[src/rtl/int_alu.sv]
module int_alu #(
  parameter int WIDTH = 32
) (
  input  logic [WIDTH-1:0] a,
  input  logic [WIDTH-1:0] b,
  input  logic [2:0]       op,
  output logic [WIDTH-1:0] y,
  output logic             zero,
  output logic             ovf
);
  localparam int MSB = WIDTH - 1;
  localparam logic [2:0] OP_AND = 3'b000;
  localparam logic [2:0] OP_OR  = 3'b001;
  localparam logic [2:0] OP_ADD = 3'b010;
  localparam logic [2:0] OP_SUB = 3'b110;
  localparam logic [2:0] OP_SLT = 3'b111;

  logic             invert_b;
  logic [WIDTH-1:0] b_in;
  logic [MSB-1:0]   low_sum;
  logic             carry_top;
  logic             top_sum;
  logic             carry_out;
  logic [WIDTH-1:0] sum;
  logic             arith_ovf;
  logic             less;

  assign invert_b = op[2];
  assign b_in     = invert_b ? ~b : b;

  assign {carry_top, low_sum} = {1'b0, a[MSB-1:0]} + {1'b0, b_in[MSB-1:0]}
                              + {{(MSB){1'b0}}, invert_b};
  assign {carry_out, top_sum} = {1'b0, a[MSB]} + {1'b0, b_in[MSB]} + {1'b0, carry_top};
  assign sum       = {top_sum, low_sum};
  assign arith_ovf = carry_top ^ carry_out;
  assign less      = top_sum ^ arith_ovf;

  always_comb begin
    y   = '0;
    ovf = 1'b0;
    case (op)
      OP_AND: y = a & b;
      OP_OR:  y = a | b;
      OP_ADD: begin y = sum; ovf = arith_ovf; end
      OP_SUB: begin y = sum; ovf = arith_ovf; end
      OP_SLT: y = {{(MSB){1'b0}}, less};
      default: y = '0;
    endcase
  end

  assign zero = ~|y;
endmodule

[config.mk]
export PLATFORM = sky130hd
export DESIGN_NAME = int_alu
export DESIGN_NICKNAME = d
export VERILOG_FILES = /design/src/rtl/int_alu.sv
export SDC_FILE = /design/constraint.sdc
export NUM_CORES = 1
export LEC_CHECK = 0
export BUFFER_PORTS_ARGS = -buffer_cell sky130_fd_sc_hd__buf_2
export CORE_ASPECT_RATIO = 2
export CORE_MARGIN = 5
export CORE_UTILIZATION = 34
export DETAILED_ROUTE_END_ITERATION = 10
export GPL_TIMING_DRIVEN = 0
export PLACE_DENSITY = 0.62
export SETUP_SLACK_MARGIN = 0.3
export SLEW_MARGIN = 20
export SYNTH_ARGS = -nofsm -noshare
export SYNTH_HDL_FRONTEND = slang
export SYNTH_SLANG_ARGS = --single-unit
export TNS_END_PERCENT = 50
[constraint.sdc]
create_clock -name vclk -period 7.65
set_input_delay 1.53 -clock vclk [all_inputs]
set_output_delay 1.53 -clock vclk [all_outputs]
set_load 0.02 [all_outputs]
-- Word level (Yosys, flattened, before mapping)
Cells that the tools add are included.
- equal/unequal tests: 4
- reduce and logical (&&, ||, !) cells: 4
- order comparisons: 0
- $mul: 0
- shifts and indexed selects: 0
- div/mod/pow operators: 0
- $add $sub $neg: 4
- muxes and demuxes: 3
- bitwise gates (word level): 5
- operator list (cell ; count):
    $pmux W32 S4 ; 1
    $add A31 B31 Y32 ; 1
    $add A32 B1 Y32 ; 1
    $and A32 B32 Y32 ; 1
    $mux W32 ; 1
    $not A32 Y32 ; 1
    $or A32 B32 Y32 ; 1
    $reduce_or A32 Y1 ; 1
    $eq A3 B3 Y1 const B ; 2
    $eq A3 B1 Y1 const B ; 1
    $eq A3 B2 Y1 const B ; 1
    $logic_not A3 Y1 ; 1
    $add A1 B1 Y2 ; 1
    $add A2 B1 Y2 ; 1
    $reduce_or A2 Y1 ; 1
    $xor A1 B1 Y1 ; 2
    $logic_not A1 Y1 ; 1
    $mux W1 ; 1
- register bits after elaboration: 0
- word-level logic and storage cells: 20
- latch bits: 0
- input bits: 67
- output and inout bits: 34
- memories kept: 0
- bits in read-only memories: 0
- RAM bits: 0

-- Depth between registers and ports, before layout
- depth in word-level cells: 10
- gate-level depth with buffers: 22
- gate-level depth less buffers: 19

-- Worst setup path before layout
No wires, ideal clock.
- path type: in2out
- start point: input port op[2]
- end point: output port zero
- data arrival time: 6.426 ns
- cell stages on the path: 22
- path slack: -0.306 ns
- path through: buf_2 > buf_1 > xor2_1 > ha_1 > clkbuf_1 > nand4_1 > nor3_1 > a2bb2oi_1 > o211ai_1 > and3_1 > o311a_1 > a211oi_2 > fa_1 > and4_1 > a221o_1 > a21oi_1 > nand2_1 > or4_1 > or3_1 > nor4_4 > nand4_1 > nor3_2
- longest elaborated chain between the ends: 9
- elaborated cells on any way between the ends: 16
- those cells by class: add/sub: 4; eq/ne: 4; mux: 2; bitwise: 2; reduce/logical: 4
- RTL lines (item ; line ; text):
    from (decl) ; 6 ; input logic [2:0] op,
    $mux W32 ; 29 ; assign b_in = invert_b ? ~b : b;
    $add A31 B31 Y32 ; 31 ; assign {carry_top, low_sum} = {1'b0, a[MSB-1:0]} + {1'b0, b_in[MSB-1:0]}
    $add A32 B1 Y32 ; 32 ; + {{(MSB){1'b0}}, invert_b};
    $add A2 B1 Y2 ; 33 ; assign {carry_out, top_sum} = {1'b0, a[MSB]} + {1'b0, b_in[MSB]} + {1'b0, carry_top};
    $xor A1 B1 Y1 ; 35 ; assign arith_ovf = carry_top ^ carry_out;
    $xor A1 B1 Y1 ; 36 ; assign less = top_sum ^ arith_ovf;
    $pmux W32 S4 (*) ; 41 ; case (op)
    named net y[0] ; 7 ; output logic [WIDTH-1:0] y,
    $reduce_or A32 Y1 (*) ; 51 ; assign zero = ~|y;
    $logic_not A1 Y1 (*) ; 51 ;
    to (decl) ; 8 ; output logic zero,
The timed path passes the listed nets; every way through them passes the cells marked *.

-- Worst setup path after layout
- start point: input port op[2]
- end point: output port zero
- longest elaborated chain between the ends: 9
- elaborated cells on any way between the ends: 16
- those cells by class: add/sub: 4; eq/ne: 4; mux: 2; bitwise: 2; reduce/logical: 4
- RTL lines (item ; line):
    $mux W32 ; 29
    $add A31 B31 Y32 ; 31
    $add A32 B1 Y32 ; 32
    $add A2 B1 Y2 ; 33
    $xor A1 B1 Y1 ; 35
    $xor A1 B1 Y1 ; 36
    $pmux W32 S4 (*) ; 41
    $reduce_or A32 Y1 (*) ; 51
    $logic_not A1 Y1 (*) ; 51
Every way passes the cells marked *; elsewhere a longest branch is shown, timed or not.

==> impl_results.md <==
- Total GRT Usage: 23.3%
- HP Class: input port to primary output
- Pwr/cell area: 115 nW/um^2
- Layout cells sized above 1: 28.5%
- CP required: 6.12 ns
- Core area: 9830 sq um
- Syn avg cell area: 6.95 sq um
- Number of global-route vias before repair: 4342
- Dpl ws: -0.502 ns
- Yosys top cell by area: ha_1
- Placed Cells: 724
- Worst-margin pin slew: 0.794 ns
- Top post-synthesis cells by area: ha_1 (11%), xor2_1 (9.5%), maj3_1 (7.0%), a21oi_1 (5.6%), nand2_1 (5.2%)
- I/O Buffers: 100
- Final Cycle Share: 102%
- # DRC: 0
- Area growth from synthesis to layout: 27.2%
- Final min period: 7.78 ns
- Row count: 51
- First-pass GRT wire length: 22.5 mm
- Seq/Total Area, Yosys: 0%
- Area of the die: 12300 sq um
- Slew margin rel.: 47.1%
- Initial core utilization: 34.8%
- Largest net degree at the start of global routing: 11
- Leak Pwr: 0.00189 uW
- Min-Delay Path Depth: 4
- Mapped cell area: 3420 sq um
- Nets: 701
- Antenna Nets Post-Route: 0
- I/O pin cnt: 101
- DR vias/cell: 6.05
- Pwr Total: 500 uW
- Max Clock Freq: 0.129 GHz
- # clk buffers: 0
- Min-delay src: op[1]
- Final setup viols: 1
- Critical Path End Type: primary output
- Register area: 0 sq um
- Die width: 80.9 microns
- Final setup margin: -0.130 ns
- Cell with the most instances after synthesis: nand2_1
- Crit path DAT: 6.25 ns
- First-pass DRT Iterations: 5
- Seq_cells: 0
- RSZ-0062 raised after global routing: yes
- Max VDD drop: 0.0000516 V
- GP Congestion: 1.05
- Syn nets: 592
- Violated checks: negative setup slack
- Routed WL per cell: 20.5 microns
- WL final: 15.0 mm
- Post-Synthesis Cells: 492
- Max Cap Viol: 0
- Die height: 152 microns
- CP startpoint kind: input port
- Non-filler cells, final: 732
- Library cells used by synthesis: 81
- Hold EP: y[1]
- Ys Warns: 0
- Fin util: 44.2%
- Hold Slack: 3.55 ns
- Top cell types by occurrence after synthesis: nand2_1 (47), a21oi_1 (38), xor2_1 (37)
- Initial antenna violation count: 1
- Initial drt markers: 338
- Status: finished, violations left
- Total number of vias: 4428
- GR Overflow Total: 0
- Final hold viol count: 0
- Slew Viols, Final: 0
- Hpwl dp: 12.2 mm
- Critical path fanouts, max: 10
- Post-synth top area share: 11.0%
- Crit path kind: input port to primary output
## kinds of logic after synthesis
group,count (synthesis),share of synthesized area (%)
buf+inv,49,5.89
mux,4,1.32
fa+ha+maj,59,20.4
compound gates,163,33.6
simple gates,174,27.7
xor+xnor,43,11.0
## layout by cell type (no fill, tap or decap), types with 8 or more instances in the layout
| cell type | n |
|---|---|
| buf_2 | 100 |
| nand2_1 | 46 |
| xor2_1 | 37 |
| a21oi_1 | 34 |
| o21ai_0 | 29 |
| ha_1 | 27 |
| maj3_1 | 24 |
| nor2_1 | 23 |
| inv_1 | 16 |
| nor3_1 | 16 |
| nand3_1 | 15 |
| clkbuf_1 | 13 |
| o211ai_1 | 10 |
| nand4_1 | 9 |
| and3_1 | 8 |
## final cells by class
| type | count | area [sq um] |
|---|---|---|
| timing repair buffer | 107 | 559 |
| inverter | 17 | 63.8 |
| multi-input combinational | 443 | 3320 |
| antenna | 1 | 2.50 |
| buffer | 32 | 234 |
| fill | 1095 | 5480 |
| tap | 132 | 165 |
## report_power, final
part | leakage [uW] | switching (uW) | total, uW | internal (uW)
Sequential | 0 | 0 | 0 | 0
Combinational | 0.00189 | 305 | 500 | 194
Clock | 0.00000000634 | 0 | 0.0000175 | 0.0000175
## worst max path at each step
stage	depth (start not counted)	endpoint	from	slack (ns)
global route	23	zero	op[2]	-0.28
floorplan	22	zero	op[2]	0.37
detailed placement	21	zero	op[2]	-0.50
CTS	22	zero	op[2]	-0.19
global placement	21	zero	op[2]	-0.50
finish	23	zero	op[2]	-0.13
## stage by stage
stage	setup TNS [ns]	cell area (sq um)
after global routing	-0.277	4350
after CTS	-0.194	4320
after floorplan	0	3510
final	-0.130	4350
after global placement	-0.497	4180
after detailed placement	-0.502	4180
## routing by layer
metal  GRT usage [%]  wire, microns  vias up
met2            43.6           8010      197
met4            13.5           1030        0
met1            24.2           5160     2075
li1                -              -     2102
met3            1.48            815       54
met5               0              0        -
## worst max-delay path, stage by stage
cell and delay, ns:
buf_6 0.12, buf_8 0.16, xor2_1 0.17, ha_1 0.27, clkbuf_4 0.17, nand2_1 0.09
nor2_2 0.16, a21oi_2 0.10, o211ai_1 0.37, and3_1 0.28, o311a_1 0.21, a211oi_4 0.06
fa_2 0.37, and4_1 0.15, a221o_1 0.30, a21oi_2 0.11, nand2_1 0.07, or4_4 0.43
or3_4 0.40, nor4_4 0.17, nand4_1 0.23, nor3_4 0.18, buf_6 0.14
## timing repair
action	in CTS	in global routing
pin swaps	11	7
hold buffers	0	0
endpoints found under the setup margin	1	1
buffers inserted	6	1
resized for setup	26	9
(Power assumes the default switching activity.)
